**config.mk**
```make
export PLATFORM = sky130hd
export DESIGN_NAME = tt_fitness_eval
export DESIGN_NICKNAME = d
export VERILOG_FILES = /design/src/rtl/tt_fit_pkg.sv /design/src/rtl/tt_fit_seq.sv /design/src/rtl/tt_fit_cmp.sv /design/src/rtl/tt_fit_acc.sv /design/src/rtl/tt_fitness_eval.sv
export SDC_FILE = /design/constraint.sdc
export NUM_CORES = 1
export LEC_CHECK = 0
export BUFFER_PORTS_ARGS = -buffer_cell sky130_fd_sc_hd__clkbuf_2
export CORE_AREA = 2 2 39 41
export CTS_CLUSTER_DIAMETER = 40
export DETAILED_ROUTE_END_ITERATION = 10
export DIE_AREA = 0 0 41 43
export GPL_TIMING_DRIVEN = 0
export MAX_ROUTING_LAYER = met4
export PLACE_DENSITY = 0.81
export REMOVE_ABC_BUFFERS = 1
export SETUP_SLACK_MARGIN = 0.1
export SLEW_MARGIN = 20
export SYNTH_ARGS = -nofsm -noshare
export SYNTH_HDL_FRONTEND = slang
export SYNTH_SLANG_ARGS = --single-unit
```
**constraint.sdc**
```tcl
create_clock -name clk -period 4.5 [get_ports clk]
set_input_delay 0.9 -clock clk [delete_from_list [all_inputs] [get_ports clk]]
set_output_delay 0.9 -clock clk [all_outputs]
set_load 0.01 [all_outputs]
```
**src/rtl/tt_fit_pkg.sv**
```systemverilog
package tt_fit_pkg;

   typedef enum logic [1:0] {
      ST_IDLE  = 2'd0,
      ST_RUN   = 2'd1,
      ST_DRAIN = 2'd2
   } seq_state_e;

   // golden response of a one-bit adder without carry-in: {carry, sum}
   function automatic logic [1:0] half_add_ref(input logic x, input logic y);
      return {x & y, x ^ y};
   endfunction

endpackage

```
**src/rtl/tt_fit_seq.sv**
```systemverilog
module tt_fit_seq
   import tt_fit_pkg::*;
#(
   parameter int IN_W = 2
) (
   input  logic            clk,
   input  logic            rst_n,
   input  logic            start_i,
   output logic [IN_W-1:0] drive_o,
   output logic            sample_o,
   output logic            last_o,
   output logic            clear_o
);
   localparam int NUM_VEC = 1 << IN_W;
   localparam logic [IN_W-1:0] LAST_IDX = IN_W'(NUM_VEC - 1);

   seq_state_e      state_q;
   logic [IN_W-1:0] idx_q;

   always_ff @(posedge clk) begin
      if (!rst_n) begin
         state_q <= ST_IDLE;
         idx_q   <= '0;
      end else begin
         unique case (state_q)
            ST_IDLE: begin
               idx_q <= '0;
               if (start_i) state_q <= ST_RUN;
            end
            ST_RUN: begin
               idx_q <= idx_q + 1'b1;
               if (idx_q == LAST_IDX) state_q <= ST_DRAIN;
            end
            ST_DRAIN: state_q <= ST_IDLE;
            default:  state_q <= ST_IDLE;
         endcase
      end
   end

   assign sample_o = (state_q == ST_RUN);
   assign last_o   = sample_o && (idx_q == LAST_IDX);
   assign drive_o  = sample_o ? idx_q : '0;
   assign clear_o  = (state_q == ST_IDLE) && start_i;

endmodule

```
**src/rtl/tt_fit_cmp.sv**
```systemverilog
module tt_fit_cmp
   import tt_fit_pkg::*;
#(
   parameter int IN_W  = 2,
   parameter int OUT_W = 2
) (
   input  logic                       clk,
   input  logic                       rst_n,
   input  logic                       sample_i,
   input  logic                       last_i,
   input  logic [IN_W-1:0]            drive_i,
   input  logic [OUT_W-1:0]           fab_i,
   output logic                       add_vld_o,
   output logic                       add_last_o,
   output logic [$clog2(OUT_W+1)-1:0] add_cnt_o
);
   localparam int CNT_W = $clog2(OUT_W + 1);

   logic [OUT_W-1:0] exp_w;
   logic [OUT_W-1:0] cap_fab_q;
   logic [OUT_W-1:0] cap_exp_q;
   logic             vld_q;
   logic             last_q;

   generate
      if (OUT_W == 2 && IN_W == 2) begin : g_half_add
         assign exp_w = half_add_ref(drive_i[0], drive_i[1]);
      end else begin : g_no_ref
         assign exp_w = '0;
      end
   endgenerate

   always_ff @(posedge clk) begin
      if (!rst_n) begin
         cap_fab_q <= '0;
         cap_exp_q <= '0;
         vld_q     <= 1'b0;
         last_q    <= 1'b0;
      end else begin
         vld_q  <= sample_i;
         last_q <= last_i;
         if (sample_i) begin
            cap_fab_q <= fab_i;
            cap_exp_q <= exp_w;
         end
      end
   end

   logic [OUT_W-1:0] hit_w;
   logic [CNT_W-1:0] part_w [OUT_W+1];

   assign hit_w     = ~(cap_fab_q ^ cap_exp_q);
   assign part_w[0] = '0;

   generate
      for (genvar i = 0; i < OUT_W; i++) begin : g_pop
         assign part_w[i+1] = part_w[i] + CNT_W'(hit_w[i]);
      end
   endgenerate

   assign add_vld_o  = vld_q;
   assign add_last_o = last_q;
   assign add_cnt_o  = part_w[OUT_W];

endmodule

```
**src/rtl/tt_fit_acc.sv**
```systemverilog
module tt_fit_acc #(
   parameter int SCORE_W   = 4,
   parameter int CNT_W     = 2,
   parameter int MAX_SCORE = 8
) (
   input  logic               clk,
   input  logic               rst_n,
   input  logic               clear_i,
   input  logic               add_vld_i,
   input  logic               add_last_i,
   input  logic [CNT_W-1:0]   add_cnt_i,
   output logic [SCORE_W-1:0] score_o,
   output logic               done_o,
   output logic               perfect_o
);
   logic [SCORE_W-1:0] score_q;
   logic [SCORE_W-1:0] sum_w;
   logic               done_q;
   logic               perf_q;

   assign sum_w = score_q + SCORE_W'(add_cnt_i);

   always_ff @(posedge clk) begin
      if (!rst_n) begin
         score_q <= '0;
         done_q  <= 1'b0;
         perf_q  <= 1'b0;
      end else begin
         done_q <= 1'b0;
         if (clear_i) begin
            score_q <= '0;
            perf_q  <= 1'b0;
         end else if (add_vld_i) begin
            score_q <= sum_w;
            if (add_last_i) begin
               done_q <= 1'b1;
               perf_q <= (sum_w == SCORE_W'(MAX_SCORE));
            end
         end
      end
   end

   assign score_o   = score_q;
   assign done_o    = done_q;
   assign perfect_o = perf_q;

endmodule

```
**src/rtl/tt_fitness_eval.sv**
```systemverilog
module tt_fitness_eval #(
   parameter int IN_W  = 2,
   parameter int OUT_W = 2,
   localparam int NUM_VEC   = 1 << IN_W,
   localparam int MAX_SCORE = NUM_VEC * OUT_W,
   localparam int SCORE_W   = $clog2(MAX_SCORE + 1),
   localparam int CNT_W     = $clog2(OUT_W + 1)
) (
   input  logic               clk,
   input  logic               rst_n,
   input  logic               start_i,
   output logic [IN_W-1:0]    fab_drive_o,
   input  logic [OUT_W-1:0]   fab_out_i,
   output logic [SCORE_W-1:0] score_o,
   output logic               done_o,
   output logic               perfect_o
);

   generate
      if (IN_W != 2 || OUT_W != 2) begin : g_bad_shape
         $error("tt_fitness_eval: golden table is a half adder, needs IN_W=2 and OUT_W=2");
      end
   endgenerate

   logic             sample_w;
   logic             last_w;
   logic             clear_w;
   logic             add_vld_w;
   logic             add_last_w;
   logic [CNT_W-1:0] add_cnt_w;

   tt_fit_seq #(.IN_W(IN_W)) u_seq (
      .clk      (clk),
      .rst_n    (rst_n),
      .start_i  (start_i),
      .drive_o  (fab_drive_o),
      .sample_o (sample_w),
      .last_o   (last_w),
      .clear_o  (clear_w)
   );

   tt_fit_cmp #(.IN_W(IN_W), .OUT_W(OUT_W)) u_cmp (
      .clk        (clk),
      .rst_n      (rst_n),
      .sample_i   (sample_w),
      .last_i     (last_w),
      .drive_i    (fab_drive_o),
      .fab_i      (fab_out_i),
      .add_vld_o  (add_vld_w),
      .add_last_o (add_last_w),
      .add_cnt_o  (add_cnt_w)
   );

   tt_fit_acc #(.SCORE_W(SCORE_W), .CNT_W(CNT_W), .MAX_SCORE(MAX_SCORE)) u_acc (
      .clk        (clk),
      .rst_n      (rst_n),
      .clear_i    (clear_w),
      .add_vld_i  (add_vld_w),
      .add_last_i (add_last_w),
      .add_cnt_i  (add_cnt_w),
      .score_o    (score_o),
      .done_o     (done_o),
      .perfect_o  (perfect_o)
   );

endmodule

```
==> impl_metrics.yaml <==
status:
  status: "finished, final reports clean"
cells_and_area:
  final_cell_mix: "16 x dfxtp_1, 12 x clkbuf_2, 11 x nand2_1"
  stdcell_count: 102
  area_delta_synth_final_pct: 13.27
  final_common_cell: "dfxtp_1"
  nNetsFinal: 97
  antennaDiodeCount: 0
  drive_above_1_share: 0.1977
die:
  row_count: 14
  die_w_um: 41
  die_h_um: 43
  die_area_um2: 1763
  core_region_area_um2: 1384
  initial_core_util: 0.5108
  io_pins: 13
setup_path:
  end_kind: "output pin"
  cp-start-kind: "flop"
  r2r.worst_path.cells: 7
  r2r_slack_ps: 2790
  r2r-start: "u_cmp.cap_fab_q[0]"
  crit_type: "reg2out"
  worst_ep_arrival_time_ps: 1320
  r2r_end: "u_acc.perfect_o"
  path_max_fanout: 10
  critPathRequiredTime_ps: 3600
yosys:
  synthDistinctLibCells: 27
  ys_warn_count: 0
  synth_seq_cells: 16
  synth.cell_area_um2: 706.9
  yosys.area.top_type: "dfxtp_1"
  synth_top_area_share: 0.4531
  seq_area_frac_synth: 0.4531
  synth_edf_count: 0
  async_flop_share: 0
  syn_area_per_cell_um2: 9.684
  netlist_top_cells_area: "dfxtp_1 45%, xor2_1 6.2%, nand2_1 5.8%"
  syn_inst: 73
  synth_top_flop_cell: "dfxtp_1"
clock_tree:
  htree_levels: 1
  clock_path_buffers: 2
  cts_setup_buffers: 0
  ctsResizeCount: 0
  clock_sinks: 16
  hold_buffers: 0
  cts_tree: "built"
  cts_buffers: 3
  clkSlewWorstSetupHoldPaths_ps: 80
  root_buffer: "clkbuf_4"
  clock_latency_ps: 280
sta:
  clock.fmax_ghz: 0.4496
  relSlewSlack: 0.8254
  drv_slew: 0
  period_needed_ps: 2224
  rsz0062_at_grt: "false"
  min_period_over_period: 0.4942
  worst_pin_slew_ps: 261.9
  skew_ps: 2.545
  hold_viol: 0
  setup_viol: 0
  fin_setup_tns_ps: 0
detailed_routing:
  ant_nets: 0
  wl_per_cell_um: 10.72
  drcViolationCount: 0
  drt-total-wl_mm: 1.093
  route.vias.total: 532
  avgViaCountPerCell: 5.216
  dr.pass1.iters: 4
  drtIter0Drc: 3
grt:
  grt_usage: 0.1663
  antenna_found_initial: 0
  grt_overflow: 0
  grt_max_degree: 13
  grt_pass1_vias: 490
  grt_pass1_wl_mm: 1.904
hold_path:
  min_to: "u_cmp.cap_fab_q[1]"
  min_from: "u_cmp.cap_fab_q[1]"
  min_path_type: "reg2reg"
  whs_path_depth: 2
power_and_ir_drop:
  p_leak_nw: 0.3512
  power.density_nw_per_um2: 305.6
  finalPower_w: 0.0002447
  vdd_drop_max_mv: 0.1563
place:
  place_inst: 99
  gp_congestion: 0.6403
  dp_hpwl_um: 832.8
  port_buffers: 12
flow_run:
  maxCapViolations: 0
[layout make-up]
class | instances | area [µm²]
sequential | 16 | 320.3
timing repair buffer | 12 | 60.06
inverter | 3 | 11.26
fill | 135 | 583.1
tap | 16 | 20.02
multi-input combinational | 52 | 366.6
clock buffer | 3 | 22.52
[flip-flops by register name (all words and copies together) (netlist names)]
register          flops
u_cmp.cap_fab_q       2
u_seq.idx_q           2
u_cmp.add_last_o      1
u_seq.state_q         2
u_acc.score_o         4
u_cmp.cap_exp_q       2
u_cmp.add_vld_o       1
u_acc.done_o          1
u_acc.perfect_o       1
[Yosys cell counts, drive strengths merged (2+ instances only)]
library cell,count
and2,4
nand2,12
a21boi,4
and3,2
dfxtp,16
xor2,5
inv,3
mux2i,2
ha,3
nor2,5
nand3b,2
[cell families after synthesis]
kind of cell	Yosys count	synth area share
AO/OA/AOI/OAI	8	0.09381
XOR/XNOR	6	0.07434
adder cells (fa/ha/maj)	4	0.08142
buffers and inverters	5	0.02831
flip-flops	16	0.4531
multiplexers	2	0.02832
AND/OR/NAND/NOR	32	0.2407
[per-layer routing]
layer / wire length [µm] / global-route usage
met5: 0 / -
met4: 26 / 0.1200
met3: 49 / 0.03141
met2: 549 / 0.2563
met1: 466 / 0.1794
[per-stage QoR]
step / utilization / setup slack, ps / hold slack (ps) / instance area, µm²
finish: 0.5787 / 2276 / 476.3 / 800.8
global route: 0.5787 / 2150 / 497.4 / 800.8
CTS: 0.5787 / 2244 / 481.4 / 800.8
detailed placement: 0.5624 / 2572 / 469.0 / 778.2
global placement: 0.5624 / 2561 / 465.5 / 778.2
floorplan: - / 2771 / 455.0 / 698.2
[power by group]
group          internal, W  switching (W)
Clock            0.0000310      0.0000399
Combinational    0.0000116      0.0000133
Sequential        0.000145     0.00000361
Total             0.000188      0.0000568
[worst max-delay path by stage]
stage                startpoint  slack [ps]             end  depth (start not counted)
2_1_floorplan  u_seq.state_q[1]        2770  fab_drive_o[0]                          2
3_3_place_gp   u_seq.state_q[1]        2560  fab_drive_o[1]                          3
3_5_place_dp   u_seq.state_q[1]        2570  fab_drive_o[0]                          3
4_1_cts        u_seq.state_q[1]        2240  fab_drive_o[0]                          3
5_1_grt        u_seq.state_q[1]        2150  fab_drive_o[1]                          3
6_report       u_seq.state_q[1]        2280  fab_drive_o[0]                          3
[worst max-delay path, stage by stage, from the launching register on]
cell and delay, ps:
dfxtp_1 360, and2b_1 360, and2_1 200, clkbuf_2 140
Power figures use the tool's default switching activity.
